`config.mk`:
```
export PLATFORM = sky130hd
export DESIGN_NAME = sonar_echo_emu
export DESIGN_NICKNAME = d
export VERILOG_FILES = /design/src/rtl/sonar_pkg.sv /design/src/rtl/sonar_rst_sync.sv /design/src/rtl/sonar_trig_qual.sv /design/src/rtl/sonar_range_calc.sv /design/src/rtl/sonar_meas_fsm.sv /design/src/rtl/sonar_echo_emu.sv
export SDC_FILE = /design/constraint.sdc
export NUM_CORES = 1
export LEC_CHECK = 0
export BUFFER_PORTS_ARGS = -buffer_cell sky130_fd_sc_hd__buf_2
export CORE_UTILIZATION = 57
export DETAILED_ROUTE_END_ITERATION = 10
export PLACE_DENSITY = 0.74
export RECOVER_POWER = 50
export SETUP_SLACK_MARGIN = 0.02
export SLEW_MARGIN = 20
export SYNTH_ARGS = -nofsm -noshare
export SYNTH_HDL_FRONTEND = slang
export SYNTH_HIERARCHICAL = 1
export SYNTH_SLANG_ARGS = --single-unit
```
`constraint.sdc`:
```
create_clock -name clk -period 2.98 [get_ports clk]
set_input_delay 0.149 -clock clk [delete_from_list [all_inputs] [get_ports clk]]
set_output_delay 0.149 -clock clk [all_outputs]
set_load 0.02 [all_outputs]
```
`src/rtl/sonar_pkg.sv`:
```
package sonar_pkg;
  typedef enum logic [1:0] {
    ST_IDLE  = 2'd0,
    ST_BURST = 2'd1,
    ST_ECHO  = 2'd2
  } meas_st_e;
endpackage

```
`src/rtl/sonar_rst_sync.sv`:
```
module sonar_rst_sync (
  input  logic clk,
  input  logic arst_n,
  output logic rst_n_o
);
  logic stage_q;
  logic out_q;

  always_ff @(posedge clk or negedge arst_n) begin
    if (!arst_n) begin
      stage_q <= 1'b0;
      out_q   <= 1'b0;
    end else begin
      stage_q <= 1'b1;
      out_q   <= stage_q;
    end
  end

  assign rst_n_o = out_q;
endmodule

```
`src/rtl/sonar_trig_qual.sv`:
```
module sonar_trig_qual #(
  parameter int MIN_CYC = 500,
  parameter int WID_W   = $clog2(MIN_CYC + 1)
) (
  input  logic clk,
  input  logic rst_n,
  input  logic trig_i,
  output logic fire_o
);
  logic             meta_q, sync_q, del_q;
  logic [WID_W-1:0] wid_q, wid_d;

  // saturating count of synchronised high cycles
  always_comb begin
    if (!sync_q)
      wid_d = '0;
    else if (wid_q == WID_W'(MIN_CYC))
      wid_d = wid_q;
    else
      wid_d = wid_q + WID_W'(1);
  end

  always_ff @(posedge clk or negedge rst_n) begin
    if (!rst_n) begin
      meta_q <= 1'b0;
      sync_q <= 1'b0;
      del_q  <= 1'b0;
      wid_q  <= '0;
    end else begin
      meta_q <= trig_i;
      sync_q <= meta_q;
      del_q  <= sync_q;
      wid_q  <= wid_d;
    end
  end

  assign fire_o = del_q & ~sync_q & (wid_q == WID_W'(MIN_CYC));

  AST_WIDTH_SAT: assert property (@(posedge clk) disable iff (!rst_n)
    wid_q <= WID_W'(MIN_CYC));
  AST_FIRE_AFTER_HIGH: assert property (@(posedge clk) disable iff (!rst_n)
    fire_o |-> $past(sync_q) && !sync_q);
endmodule

```
`src/rtl/sonar_range_calc.sv`:
```
module sonar_range_calc #(
  parameter int DIST_W      = 16,
  parameter int ECHO_W      = 21,
  parameter int MIN_MM      = 20,
  parameter int MAX_MM      = 4000,
  parameter int SCALE       = 75294,
  parameter int SCALE_W     = 17,
  parameter int FRAC        = 8,
  parameter int TIMEOUT_CYC = 1900000
) (
  input  logic [DIST_W-1:0] dist_i,
  output logic [ECHO_W-1:0] len_o
);
  localparam int PROD_W = DIST_W + SCALE_W;

  logic              no_tgt;
  logic [DIST_W-1:0] clamped;
  logic [PROD_W-1:0] prod;

  always_comb begin
    no_tgt  = dist_i > DIST_W'(MAX_MM);
    clamped = (dist_i < DIST_W'(MIN_MM)) ? DIST_W'(MIN_MM) : dist_i;
    prod    = {{SCALE_W{1'b0}}, clamped} * {{DIST_W{1'b0}}, SCALE_W'(SCALE)};
    len_o   = no_tgt ? ECHO_W'(TIMEOUT_CYC) : ECHO_W'(prod >> FRAC);
  end
endmodule

```
`src/rtl/sonar_meas_fsm.sv`:
```
module sonar_meas_fsm
  import sonar_pkg::*;
#(
  parameter int HALF_CYC  = 625,
  parameter int PULSES    = 8,
  parameter int CYCLE_CYC = 3000000,
  parameter int DIST_W    = 16,
  parameter int ECHO_W    = 21,
  parameter int CYC_W     = $clog2(CYCLE_CYC + 1)
) (
  input  logic              clk,
  input  logic              rst_n,
  input  logic              fire_i,
  input  logic [DIST_W-1:0] dist_i,
  input  logic [ECHO_W-1:0] echo_len_i,
  output logic [DIST_W-1:0] dist_q_o,
  output logic              burst_active_o,
  output logic              burst_wave_o,
  output logic              echo_o
);
  localparam int HALF_W = $clog2(HALF_CYC + 1);
  localparam int EDGE_W = (2 * PULSES > 1) ? $clog2(2 * PULSES) : 1;
  localparam int LAST_EDGE = 2 * PULSES - 1;

  meas_st_e          st_q, st_d;
  logic [HALF_W-1:0] half_q, half_d;
  logic [EDGE_W-1:0] edge_q, edge_d;
  logic [ECHO_W-1:0] echo_q, echo_d;
  logic [CYC_W-1:0]  cyc_q, cyc_d;
  logic [DIST_W-1:0] dist_q, dist_d;
  logic              ready, accept, cyc_en;

  assign ready  = (st_q == ST_IDLE) && (cyc_q == '0);
  assign accept = fire_i & ready;
  assign cyc_en = accept || (cyc_q != '0);

  always_comb begin
    st_d   = st_q;
    half_d = half_q;
    edge_d = edge_q;
    echo_d = echo_q;
    dist_d = dist_q;
    cyc_d  = (cyc_q != '0) ? cyc_q - CYC_W'(1) : cyc_q;
    case (st_q)
      ST_IDLE: begin
        if (accept) begin
          st_d   = ST_BURST;
          half_d = '0;
          edge_d = '0;
          dist_d = dist_i;
          cyc_d  = CYC_W'(CYCLE_CYC - 1);
        end
      end
      ST_BURST: begin
        if (half_q == HALF_W'(HALF_CYC - 1)) begin
          half_d = '0;
          if (edge_q == EDGE_W'(LAST_EDGE)) begin
            st_d   = ST_ECHO;
            echo_d = echo_len_i - ECHO_W'(1);
          end else begin
            edge_d = edge_q + EDGE_W'(1);
          end
        end else begin
          half_d = half_q + HALF_W'(1);
        end
      end
      ST_ECHO: begin
        if (echo_q == '0)
          st_d = ST_IDLE;
        else
          echo_d = echo_q - ECHO_W'(1);
      end
      default: st_d = ST_IDLE;
    endcase
  end

  always_ff @(posedge clk or negedge rst_n) begin
    if (!rst_n) begin
      st_q   <= ST_IDLE;
      half_q <= '0;
      edge_q <= '0;
      echo_q <= '0;
      dist_q <= '0;
    end else begin
      st_q   <= st_d;
      half_q <= half_d;
      edge_q <= edge_d;
      echo_q <= echo_d;
      dist_q <= dist_d;
    end
  end

  always_ff @(posedge clk or negedge rst_n) begin
    if (!rst_n)
      cyc_q <= '0;
    else if (cyc_en)
      cyc_q <= cyc_d;
  end

  assign dist_q_o       = dist_q;
  assign burst_active_o = (st_q == ST_BURST);
  assign burst_wave_o   = (st_q == ST_BURST) & ~edge_q[0];
  assign echo_o         = (st_q == ST_ECHO);

  AST_WAVE_QUIET: assert property (@(posedge clk) disable iff (!rst_n)
    !burst_active_o |-> !burst_wave_o);
  AST_ECHO_FOLLOWS_BURST: assert property (@(posedge clk) disable iff (!rst_n)
    $fell(burst_active_o) |-> echo_o);
  AST_ECHO_RISE_SRC: assert property (@(posedge clk) disable iff (!rst_n)
    $rose(echo_o) |-> $past(burst_active_o));
  AST_LEN_NONZERO: assert property (@(posedge clk) disable iff (!rst_n)
    burst_active_o |-> echo_len_i != '0);
  AST_NO_RESTART: assert property (@(posedge clk) disable iff (!rst_n)
    (fire_i && st_q == ST_ECHO) |=> st_q != ST_BURST);
  AST_GAP_HELD: assert property (@(posedge clk) disable iff (!rst_n)
    $rose(burst_active_o) |-> $past(cyc_q) == '0);
  AST_DIST_FROZEN: assert property (@(posedge clk) disable iff (!rst_n)
    (st_q != ST_IDLE) && ($past(st_q) != ST_IDLE) |-> $stable(dist_q));
endmodule

```
`src/rtl/sonar_echo_emu.sv`:
```
module sonar_echo_emu #(
  parameter int CLK_HZ       = 50_000_000,
  parameter int TRIG_MIN_US  = 10,
  parameter int BURST_HZ     = 40_000,
  parameter int BURST_PULSES = 8,
  parameter int CYCLE_US     = 60_000,
  parameter int TIMEOUT_US   = 38_000,
  parameter int MIN_MM       = 20,
  parameter int MAX_MM       = 4000,
  parameter int SOUND_MPS    = 340,
  parameter int FRAC         = 8,
  parameter int DIST_W       = 16
) (
  input  logic              clk,
  input  logic              rst_n,
  input  logic              trig_i,
  input  logic [DIST_W-1:0] dist_mm_i,
  output logic              echo_o,
  output logic              burst_active_o,
  output logic              burst_wave_o
);
  localparam longint TRIG_L    = (longint'(CLK_HZ) * longint'(TRIG_MIN_US) + 64'd999999) / 64'd1000000;
  localparam longint CYCLE_L   = (longint'(CLK_HZ) * longint'(CYCLE_US)) / 64'd1000000;
  localparam longint TIMEOUT_L = (longint'(CLK_HZ) * longint'(TIMEOUT_US)) / 64'd1000000;
  localparam longint SCALE_L   = (longint'(CLK_HZ) * 64'd2 * (64'd1 << FRAC) + longint'(SOUND_MPS) * 64'd500)
                                 / (longint'(SOUND_MPS) * 64'd1000);
  localparam longint MAXLEN_L  = (longint'(MAX_MM) * SCALE_L) >> FRAC;
  localparam longint LONGEST_L = (MAXLEN_L > TIMEOUT_L) ? MAXLEN_L : TIMEOUT_L;

  localparam int TRIG_MIN_CYC = int'(TRIG_L);
  localparam int CYCLE_CYC    = int'(CYCLE_L);
  localparam int TIMEOUT_CYC  = int'(TIMEOUT_L);
  localparam int SCALE        = int'(SCALE_L);
  localparam int SCALE_W      = $clog2(SCALE + 1);
  localparam int HALF_CYC     = CLK_HZ / (2 * BURST_HZ);
  localparam int ECHO_W       = $clog2(LONGEST_L + 1);
  localparam int CYC_W        = $clog2(CYCLE_CYC + 1);
  localparam int WID_W        = $clog2(TRIG_MIN_CYC + 1);

  logic              rst_sync_n;
  logic              fire;
  logic [DIST_W-1:0] dist_held;
  logic [ECHO_W-1:0] echo_len;

  sonar_rst_sync u_rst_sync (
    .clk     (clk),
    .arst_n  (rst_n),
    .rst_n_o (rst_sync_n)
  );

  sonar_trig_qual #(
    .MIN_CYC (TRIG_MIN_CYC),
    .WID_W   (WID_W)
  ) u_trig_qual (
    .clk    (clk),
    .rst_n  (rst_sync_n),
    .trig_i (trig_i),
    .fire_o (fire)
  );

  sonar_range_calc #(
    .DIST_W      (DIST_W),
    .ECHO_W      (ECHO_W),
    .MIN_MM      (MIN_MM),
    .MAX_MM      (MAX_MM),
    .SCALE       (SCALE),
    .SCALE_W     (SCALE_W),
    .FRAC        (FRAC),
    .TIMEOUT_CYC (TIMEOUT_CYC)
  ) u_range_calc (
    .dist_i (dist_held),
    .len_o  (echo_len)
  );

  sonar_meas_fsm #(
    .HALF_CYC  (HALF_CYC),
    .PULSES    (BURST_PULSES),
    .CYCLE_CYC (CYCLE_CYC),
    .DIST_W    (DIST_W),
    .ECHO_W    (ECHO_W),
    .CYC_W     (CYC_W)
  ) u_meas_fsm (
    .clk            (clk),
    .rst_n          (rst_sync_n),
    .fire_i         (fire),
    .dist_i         (dist_mm_i),
    .echo_len_i     (echo_len),
    .dist_q_o       (dist_held),
    .burst_active_o (burst_active_o),
    .burst_wave_o   (burst_wave_o),
    .echo_o         (echo_o)
  );
endmodule

```
* Word-level counts from Yosys, hierarchy flattened
Index checks and enable logic that the tools add are counted.
** Cells by class
- $add $sub $neg :: 6
- Multiply operators :: 1
- Div/mod/pow operators :: 0
- $lt $le $gt $ge :: 2
- Eq/ne operators :: 12
- Shifts and indexed selects :: 0
- Muxes and demuxes :: 23
- Bitwise logic cells :: 6
- Reductions and logical operators :: 13
** Operators by type and width (number)
- 21-bit 2-to-1 mux :: 4
- 22-bit 2-to-1 mux :: 3
- 21-bit case mux with 2 select lines :: 1
- 21-bit by 1-bit subtractor with 21-bit output (second input constant) :: 2
- 16-bit by 16-bit multiplier with 28-bit output (second input constant) :: 1
- 22-bit logical NOT :: 1
- 22-bit nonzero test :: 1
- 22-bit by 1-bit subtractor with 22-bit output (second input constant) :: 1
- 21-bit logical NOT :: 1
- 10-bit 2-to-1 mux :: 2
- 10-bit case mux with 2 select lines :: 1
- 9-bit 2-to-1 mux :: 2
- 16-bit by 12-bit > comparator with 1-bit output (second input constant) :: 1
- 16-bit by 5-bit < comparator with 1-bit output (second input constant) :: 1
- 16-bit 2-to-1 mux :: 1
- 4-bit 2-to-1 mux :: 3
- 4-bit AND reduction :: 3
- 10-bit by 1-bit adder with 10-bit output (second input constant) :: 1
- 10-bit equality test (second input constant) :: 1
- 9-bit by 1-bit adder with 9-bit output (second input constant) :: 1
- 9-bit equality test (second input constant) :: 1
- 2-bit 2-to-1 mux :: 4
- 2-bit by 1-bit != test with 1-bit output (second input constant) :: 4
- 4-bit case mux with 2 select lines :: 1
- other kinds (13) :: 21
** Storage, ports and cells
- Register bits after elaboration :: 89
- Latch bits :: 0
- Bits in writable memories :: 0
- ROM bits :: 0
- Input port bits :: 19
- Output and inout port bits :: 3
- Memories kept :: 0

* Longest topological paths before layout
Gate-level depths: netlist of the first run.
- Word-level depth :: 8
- Depth in mapped cells :: 29

* By module
The synthesis of the first run kept the hierarchy.
** Modules (own cells, without submodules)
- sonar_range_calc :: times used 1, cells an instance 523, area each 4576.9 um^2
- sonar_meas_fsm :: times used 1, cells an instance 510, area each 4395.5 um^2
- sonar_trig_qual :: times used 1, cells an instance 53, area each 568.0 um^2
- sonar_rst_sync :: times used 1, cells an instance 3, area each 53.8 um^2

* Least setup slack after synthesis of the first run
OpenSTA, ideal clock, no wires.
- Path kind :: reg2reg
- Start point :: reg u_meas_fsm.dist_q[15], in the netlist u_meas_fsm/dist_q_o[15]
- End point :: reg u_meas_fsm.echo_q[14]
- Arrival time :: 6.935 ns
- Required time :: 2.854 ns
- Setup slack :: -4.081 ns
- Cell stages (with the launch flop) :: 28
- Path through :: dfrtp_1 -> inv_1 -> ha_1 -> nor3b_2 -> nand4_1 -> nand2b_1 -> ha_1 -> ha_1 -> ha_1 -> inv_1 -> fa_1 -> inv_1 -> fa_1 -> inv_1 -> fa_1 -> inv_1 -> ha_1 -> and4_1 -> and2_1 -> o21ai_2 -> a311oi_2 -> o211a_1 -> nor2_1 -> or3_1 -> a211oi_4 -> nand2_2 -> or4_1 -> o311a_1
** On the way
- Longest elaborated chain between the ends :: 8
** Ends and longest elaborated chain
- start: declaration :: RTL line sonar_meas_fsm.sv:30 : logic [DIST_W-1:0] dist_q, dist_d;
- start signal: assignment :: RTL line sonar_meas_fsm.sv:89 : dist_q <= dist_d;
- 16-bit by 5-bit < comparator with 1-bit output :: RTL line sonar_range_calc.sv:22 : clamped = (dist_i < DIST_W'(MIN_MM)) ? DIST_W'(MIN_MM) : dist_i;
- 16-bit 2-to-1 mux :: RTL line sonar_range_calc.sv:22
- 16-bit by 16-bit multiplier with 28-bit output :: RTL line sonar_range_calc.sv:23 : prod = {{SCALE_W{1'b0}}, clamped} * {{DIST_W{1'b0}}, SCALE_W'(SCALE)};
- 21-bit 2-to-1 mux (*) :: RTL line sonar_range_calc.sv:24 : len_o = no_tgt ? ECHO_W'(TIMEOUT_CYC) : ECHO_W'(prod >> FRAC);
- net echo_len[11] :: RTL line sonar_echo_emu.sv:43 : logic [ECHO_W-1:0] echo_len;
- 21-bit by 1-bit subtractor with 21-bit output (*) :: RTL line sonar_meas_fsm.sv:59 : echo_d = echo_len_i - ECHO_W'(1);
- 21-bit 2-to-1 mux (*) :: RTL line sonar_meas_fsm.sv:57 : if (edge_q == EDGE_W'(LAST_EDGE)) begin
- 21-bit 2-to-1 mux (*) :: RTL line sonar_meas_fsm.sv:55 : if (half_q == HALF_W'(HALF_CYC - 1)) begin
- 21-bit case mux with 2 select lines (*) :: RTL line sonar_meas_fsm.sv:44 : case (st_q)
- end signal: assignment :: RTL line sonar_meas_fsm.sv:88 : echo_q <= echo_d;
- end: declaration :: RTL line sonar_meas_fsm.sv:28 : logic [ECHO_W-1:0] echo_q, echo_d;
The timed path passes the listed nets; every way through them passes the cells marked *. The select of a mux whose other input is x is not followed.
A chain may end at the register's enable or synchronous reset.

* Worst setup path after layout of the first run
- Start point :: reg u_meas_fsm.dist_q[14], in the netlist u_meas_fsm/dist_q_o[14]
- End point :: reg u_meas_fsm.echo_q[15]
Same word-level chain as after synthesis.

==> impl_metrics.py, run 1 <==
metrics = {
    "sta": {
        "fin_crit_sh_pct": 217,
        "fin_crit_ns": 6.47,
        "rsz0062_at_grt": "yes",
        "hold_violations": 0,
        "slew_violations": 60,
        "clock_skew_ns": 0.00907,
        "worst_pin_slew_ns": 2.33,
        "fmax_mhz": 155,
        "timing.slew.headroom_pct": -55.5,
        "setup_viol": 21,
        "finalWorstSetupSlack_ns": -3.49,
        "hold_slack_ns": 0.00268,
    },
    "yosys": {
        "netlist_area_um2": 9590,
        "synthArstFlopShare_pct": 100,
        "syn_avg_cell_area_um2": 8.81,
        "ys_seq_area_share_pct": 23.2,
        "synth-edff-count": 0,
        "synthTopCellsByArea": "dfrtp_1, ha_1, fa_1, inv_1, nand2_1",
        "yosysMostFrequentCell": "inv_1",
        "yosys_warnings": 6,
        "synth_seq_cells": 89,
        "synth_common_cells": "inv_1, ha_1, nand2_1",
        "synth_cell_types": 83,
        "synthDominantAreaCellType": "dfrtp_1",
        "syn_nets": 1301,
        "ys.flop_type": "dfrtp_1",
        "syn_inst": 1089,
        "synth_top_cell_area_share_pct": 23.2,
    },
    "die": {
        "coreArea_um2": 16500,
        "dieArea_um2": 17400,
        "io_pins": 22,
        "die_y_um": 132,
        "start_util_pct": 58.1,
        "rows": 47,
        "die_w_um": 132,
    },
    "critical_path": {
        "cp.required_ns": 3.26,
        "cp_max_fo": 8,
        "crit_path_max_incr_delay_ns": 0.55,
        "rr_startpoint": "u_meas_fsm/dist_q_o[14]$_DFFE_PN0P_",
        "criticalPathCategory": "reg2reg",
        "critical_path_arrival_ns": 6.75,
        "crit_path_start_kind": "flop",
        "critPathCaptureType": "flop",
        "cp_common_cell": "ha_4",
        "rrSetupSlack_ns": -3.49,
        "cp_slowest_cell": "fa_1",
        "worstRegToRegCells": 32,
        "reg2reg_to": "u_meas_fsm/echo_q[15]$_DFFE_PN0P_",
    },
    "drt": {
        "dr.pass1.iters": 5,
        "first_iter_violations": 688,
        "ant_nets": 0,
        "route.detailed.drc": 0,
        "post_drt_wl_per_cell_um": 17.9,
        "wirelength_um": 27400,
        "vias_per_cell": 5.92,
        "vias": 9044,
    },
    "global_routing": {
        "antenna_found_initial": 0,
        "overflow": 0,
        "grt_usage_pct": 31.0,
        "grt_max_degree": 60,
        "grt_pass1_vias": 9215,
        "grt_pass1_wl_um": 43300,
    },
    "clock_network": {
        "cts_tree": "yes",
        "clock_tree.buffer_depth": 2,
        "clk_latency_ns": 0.36,
        "cts_sinks": 89,
        "cts_max_level": 3,
        "cts_buffers": 9,
        "clockRootBuffer": "clkbuf_16",
        "path_clk_slew_ns": 0.07,
    },
    "layout": {
        "multi_input_area_um2": 7640,
        "drive_above_1_share_pct": 32.5,
        "area_delta_synth_final_pct": 34.1,
        "layout.area.seq_um2": 2230,
        "antenna_cells": 0,
        "n_fill_cell": 1027,
        "design_area_um2": 12900,
        "final_cells": 1527,
        "nNetsFinal": 1514,
    },
    "power": {
        "p_per_area_nw_per_um2": 187,
        "p_int_mw": 1.86,
        "leakage_nw": 6.66,
        "pwr-share-seq_pct": 51.3,
        "p_clk_share_pct": 46.8,
        "p_sw_mw": 0.551,
        "ir_worst_vdd_mv": 0.289,
        "comb_power_share_pct": 1.9,
        "switching_share_pct": 22.9,
    },
    "min_path": {
        "hold_end": "u_meas_fsm/dist_q_o[9]$_DFFE_PN0P_",
        "min_path_cells": 3,
        "holdCritStartpoint": "dist_mm_i[9]",
        "hold_class": "in2reg",
    },
    "run_status": {
        "status": "finished, violations left",
        "violations": "capacitance limit, slew limit, setup timing",
    },
    "placement": {
        "preCtsSetupSlack_ns": -3.33,
        "dpl.hpwl_um": 18400,
        "port_buffers": 21,
        "place_area_um2": 11300,
        "dp.cells": 1458,
        "place.gp.congestion": 0.951,
    },
    "job": {
        "cap_violations": 1,
    },
}
-- cell type report --
| type | count | share of cell area [%] |
|---|---|---|
| Inverter | 150 | 4.45 |
| Clock buffer | 11 | 1.96 |
| Tap cell | 220 | 2.14 |
| Clock inverter | 5 | 0.282 |
| Multi-Input combinational cell | 812 | 59.3 |
| Timing Repair Buffer | 240 | 14.5 |
| Sequential cell | 89 | 17.3 |
-- what timing repair did --
item / CTS / global route
setup endpoints to repair: 21 / 21
cloned: 0 / 0
gates resized for setup: 74 / 103
hold buffers: 14 / 0
pin swaps: 40 / 67
hold endpoints to repair: 15 / 0
setup buffers: 19 / 22
-- cells in the final DEF, fill, tap and decap left out, types with 6 or more instances in the layout --
cell type        n
a21o_1           8
a21oi_1         27
a21oi_2          9
a31oi_1         14
and2_1           9
and3_1          10
buf_2           20
buf_4          181
buf_6           23
clkbuf_16        9
dfrtp_1         89
dlygate4sd3_1   14
fa_1            64
ha_1            95
ha_4            27
inv_1          130
inv_2           15
mux2i_1         24
nand2_1        103
nand3_1         22
nand4_1         16
nor2_1          69
nor2_2           9
nor3_1          26
nor3_2           9
nor4_1           8
o21a_1          10
o21ai_0         22
o21ai_1         16
o21ai_2         11
o21bai_1         6
or3_1           15
xnor2_1         13
xor2_1          12
-- routing by layer --
| metal | vias to the layer above | track usage [%] | wire length [um] |
|---|---|---|---|
| met4 | 0 | 10.9 | 659 |
| li1 | 4168 | - | - |
| met5 | - | 0 | 0 |
| met3 | 69 | 4.34 | 1510 |
| met1 | 4465 | 38.5 | 11000 |
| met2 | 342 | 55.2 | 14200 |
-- state kept, by name, summed over array words and instances (netlist names) --
signal and count:
u_meas_fsm/cyc_q 22, u_meas_fsm/st_q 2, u_trig_qual/del_q 1, u_trig_qual/meta_q 1, u_meas_fsm/echo_q 21, u_trig_qual/sync_q 1, u_meas_fsm/half_q 10, u_meas_fsm/dist_q_o 16
u_meas_fsm/edge_q 4, u_rst_sync/rst_n_o 1, u_rst_sync/stage_q 1, u_trig_qual/wid_q 9
-- worst max-delay path: cells and delay by family, from the launching register on --
kind,cells,cell delay (ns)
AO/OA/AOI/OAI,3,0.55
AND/OR/NAND/NOR,8,1.27
flip-flops,1,0.39
buffers and inverters,10,0.93
adder cells (fa/ha/maj),8,2.51
multiplexers,3,0.73
-- cells by family after synthesis --
logic type	after synthesis	synth area share, %
buffers and inverters	188	7.56
XOR/XNOR	27	2.46
AND/OR/NAND/NOR	368	19.2
AO/OA/AOI/OAI	185	13.1
adder cells (fa/ha/maj)	193	30.4
other	1	0.0391
multiplexers	38	4.04
flip-flops	89	23.2
-- worst max path at each step --
stage                                                    from                                 to  slack [ns]  depth (start not counted)
after global placement    u_meas_fsm/dist_q_o[15]$_DFFE_PN0P_  u_meas_fsm/echo_q[19]$_DFFE_PN0P_       -3.20                         28
after floorplan           u_meas_fsm/dist_q_o[15]$_DFFE_PN0P_  u_meas_fsm/echo_q[14]$_DFFE_PN0P_       -3.48                         28
final                     u_meas_fsm/dist_q_o[14]$_DFFE_PN0P_  u_meas_fsm/echo_q[15]$_DFFE_PN0P_       -3.49                         32
after detailed placement  u_meas_fsm/dist_q_o[15]$_DFFE_PN0P_  u_meas_fsm/echo_q[19]$_DFFE_PN0P_       -3.33                         26
after CTS                 u_meas_fsm/dist_q_o[15]$_DFFE_PN0P_  u_meas_fsm/echo_q[14]$_DFFE_PN0P_       -3.23                         30
after global routing      u_meas_fsm/dist_q_o[15]$_DFFE_PN0P_  u_meas_fsm/echo_q[20]$_DFFE_PN0P_       -3.76                         28
-- through the flow --
stage | util (%) | total power, mW | TNS, ns
after global placement | 68.6 | 1.29 | -58.34
after CTS | 74.3 | 2.42 | -57.88
after global routing | 77.9 | 2.48 | -70.78
final | 77.9 | 2.41 | -62.07
after detailed placement | 68.6 | 1.29 | -60.45
after floorplan | - | 1.27 | -58.99
-- power by group through the flow --
stage | Sequential [mW] | Clock, mW | Combinational (mW)
after floorplan | 1.26 | 0 | 0.0100
after global placement | 1.26 | 0 | 0.0323
after detailed placement | 1.26 | 0 | 0.0332
after CTS | 1.24 | 1.14 | 0.0472
after global routing | 1.24 | 1.19 | 0.0512
final | 1.24 | 1.13 | 0.0468
No activity file was read; power rests on OpenSTA's default activity.
==> run 2: changes to the inputs <==
--- a/config.mk
+++ b/config.mk
@@ -6,9 +6,10 @@
 export NUM_CORES = 1
 export LEC_CHECK = 0
 export BUFFER_PORTS_ARGS = -buffer_cell sky130_fd_sc_hd__buf_2
+export CORE_ASPECT_RATIO = 0.7
 export CORE_UTILIZATION = 57
 export DETAILED_ROUTE_END_ITERATION = 10
-export PLACE_DENSITY = 0.74
+export PLACE_DENSITY = 0.82
 export RECOVER_POWER = 50
 export SETUP_SLACK_MARGIN = 0.02
 export SLEW_MARGIN = 20
==> run 2 against run 1 <==
Net effect:
- the run still ends with capacitance limit, slew limit, setup timing left
- fmax decreased by 3.4%
- sequential cell count did not move
- global-route usage rose by 3.1 points
- utilization rose by 0.086 points
- clock-buffer cell count decreased by 2
- critical path depth down 4
- die area about the same
- design area is 0.67% lower
- combinational power increased by 10%
- sequential power barely moved
- final cell count rose by 0.20%
==> impl_metrics.py, run 2 (synthesis gave the netlist of run 1 again) <==
metrics = {
    "drt": {
        "vias": 9359,
        "dr.pass1.iters": 6,
        "vias_per_cell": 6.12,
        "ant_nets": 0,
        "wirelength_um": 30300,
        "post_drt_wl_per_cell_um": 19.8,
        "route.detailed.drc": 0,
        "first_iter_violations": 1012,
    },
    "layout": {
        "layout.area.seq_um2": 2230,
        "final_common_cell": "buf_4",
        "design_area_um2": 12800,
        "multi_input_area_um2": 7550,
        "area_delta_synth_final_pct": 33.2,
        "drive_above_1_share_pct": 30.7,
        "largest_reg_flops": 22,
        "n_fill_cell": 951,
        "nNetsFinal": 1512,
        "antenna_cells": 0,
        "final_cell_mix": "buf_4, inv_1, nand2_1, ha_1, dfrtp_1",
        "top_register": "u_meas_fsm/cyc_q",
    },
    "die": {
        "die_y_um": 111,
        "rows": 39,
        "dieArea_um2": 17400,
        "start_util_pct": 58.5,
        "die_w_um": 157,
        "coreArea_um2": 16400,
        "io_pins": 22,
    },
    "critical_path": {
        "crit_path_max_incr_delay_ns": 0.58,
        "cp_slowest_cell": "fa_1",
        "cp_max_fo": 7,
        "critical_path_arrival_ns": 6.99,
        "reg2reg_to": "u_meas_fsm/echo_q[17]$_DFFE_PN0P_",
        "criticalPathCategory": "reg2reg",
        "cp.required_ns": 3.27,
        "crit_path_start_kind": "flop",
        "worstRegToRegCells": 28,
        "crit_start": "u_meas_fsm/dist_q_o[15]$_DFFE_PN0P_",
        "crit_end": "u_meas_fsm/echo_q[17]$_DFFE_PN0P_",
        "rr_startpoint": "u_meas_fsm/dist_q_o[15]$_DFFE_PN0P_",
        "critPathCaptureType": "flop",
        "rrSetupSlack_ns": -3.72,
    },
    "power": {
        "p_sw_mw": 0.638,
        "comb_power_share_pct": 2.1,
        "p_clk_share_pct": 48.2,
        "ir_worst_vdd_mv": 0.262,
        "p_total_mw": 2.48,
        "pwr-share-seq_pct": 49.8,
        "p_per_area_nw_per_um2": 194,
        "leakage_nw": 6.70,
        "p_int_mw": 1.84,
        "switching_share_pct": 25.7,
    },
    "sta": {
        "final.setup.tns_ns": -65.06,
        "slew_violations": 55,
        "rsz0062_at_grt": "yes",
        "fmax_mhz": 149,
        "setup_viol": 21,
        "finalWorstSetupSlack_ns": -3.72,
        "fin_crit_sh_pct": 225,
        "worst_pin_slew_ns": 2.15,
        "hold_slack_ns": 0.0249,
        "hold_violations": 0,
        "fin_crit_ns": 6.70,
        "timing.slew.headroom_pct": -43.5,
        "clock_skew_ns": 0.00975,
    },
    "run_status": {
        "violations": "capacitance limit, slew limit, setup timing",
        "status": "finished, violations left",
    },
    "clock_network": {
        "cts_max_level": 3,
        "cts_buffers": 9,
        "clockRootBuffer": "clkbuf_16",
        "cts_tree": "yes",
        "cts_sinks": 89,
        "path_clk_slew_ns": 0.08,
        "clock_tree.buffer_depth": 2,
        "clk_latency_ns": 0.36,
    },
    "global_routing": {
        "gr-usage-met1_pct": 45.4,
        "grt_pass1_wl_um": 46100,
        "top_usage_layer": "met2",
        "grt_max_degree": 55,
        "use_met2_pct": 53.8,
        "grt_usage_pct": 34.1,
        "overflow": 0,
        "antenna_found_initial": 0,
        "grt_pass1_vias": 9556,
        "grtUsageMet3_pct": 7.10,
    },
    "job": {
        "cap_violations": 1,
    },
    "placement": {
        "place.gp.congestion": 0.948,
        "port_buffers": 21,
        "preCtsSetupSlack_ns": -3.41,
        "dpl.hpwl_um": 19500,
        "place_area_um2": 11300,
    },
    "min_path": {
        "hold_class": "in2reg",
    },
}
run 2: critical path, delay by kind of cell, from the launching register on:
family | cells | cell delay [ns]
compound gates | 5 | 0.74
fa+ha+maj | 7 | 2.88
buf+inv | 6 | 0.56
flops | 1 | 0.40
mux | 1 | 0.16
simple gates | 9 | 1.87
run 2: layer usage:
layer | routed length [um] | share of wire (%) | vias to the layer above
met5 | 0 | 0 | -
met4 | 1420 | 4.7 | 0
met3 | 2740 | 9.0 | 156
met2 | 14100 | 46 | 547
met1 | 12100 | 40 | 4510
li1 | - | - | 4146
run 2: final cells by class:
| cell class | instances | area share (%) |
|---|---|---|
| Clock inverter | 7 | 0.636 |
| Multi-Input combinational cell | 812 | 59.1 |
| Clock buffer | 9 | 1.76 |
| Inverter | 150 | 4.46 |
| Timing Repair Buffer | 238 | 14.5 |
| Tap cell | 225 | 2.20 |
| Sequential cell | 89 | 17.4 |
run 2: worst min-delay path by stage:
stage,endpoint,from,cells past startpoint,slack [ns]
finish,u_meas_fsm/dist_q_o[14]$_DFFE_PN0P_,dist_mm_i[14],3,0.02
global placement,u_rst_sync/stage_q$_DFF_PN0_,rst_n,1,-0.06
CTS,u_meas_fsm/dist_q_o[14]$_DFFE_PN0P_,dist_mm_i[14],3,0.02
detailed placement,u_rst_sync/stage_q$_DFF_PN0_,rst_n,1,-0.06
global route,u_meas_fsm/dist_q_o[14]$_DFFE_PN0P_,dist_mm_i[14],3,0.02
floorplan,u_rst_sync/rst_n_o$_DFF_PN0_,rst_n,0,-0.15
run 2: through the flow:
step,util (%),std cells
global placement,68.7,1454
finish,78.0,1530
CTS,74.5,1516
detailed placement,68.7,1454
floorplan,-,1089
global route,78.0,1530
run 2: power groups by stage:
stage	sequential (mW)	clock, mW	combinational (mW)
2_1_floorplan	1.26	0	0.0100
3_3_place_gp	1.26	0	0.0326
3_5_place_dp	1.26	0	0.0338
4_1_cts	1.23	1.20	0.0502
5_1_grt	1.24	1.24	0.0567
6_report	1.23	1.19	0.0515
run 2: repair_timing:
item	4_1_cts	5_1_grt
hold endpoints to repair	17	0
pin swaps	16	59
setup buffers	29	22
gates cloned	1	0
resized for setup	52	106
hold buffers	16	0
endpoints found under the setup margin	21	22
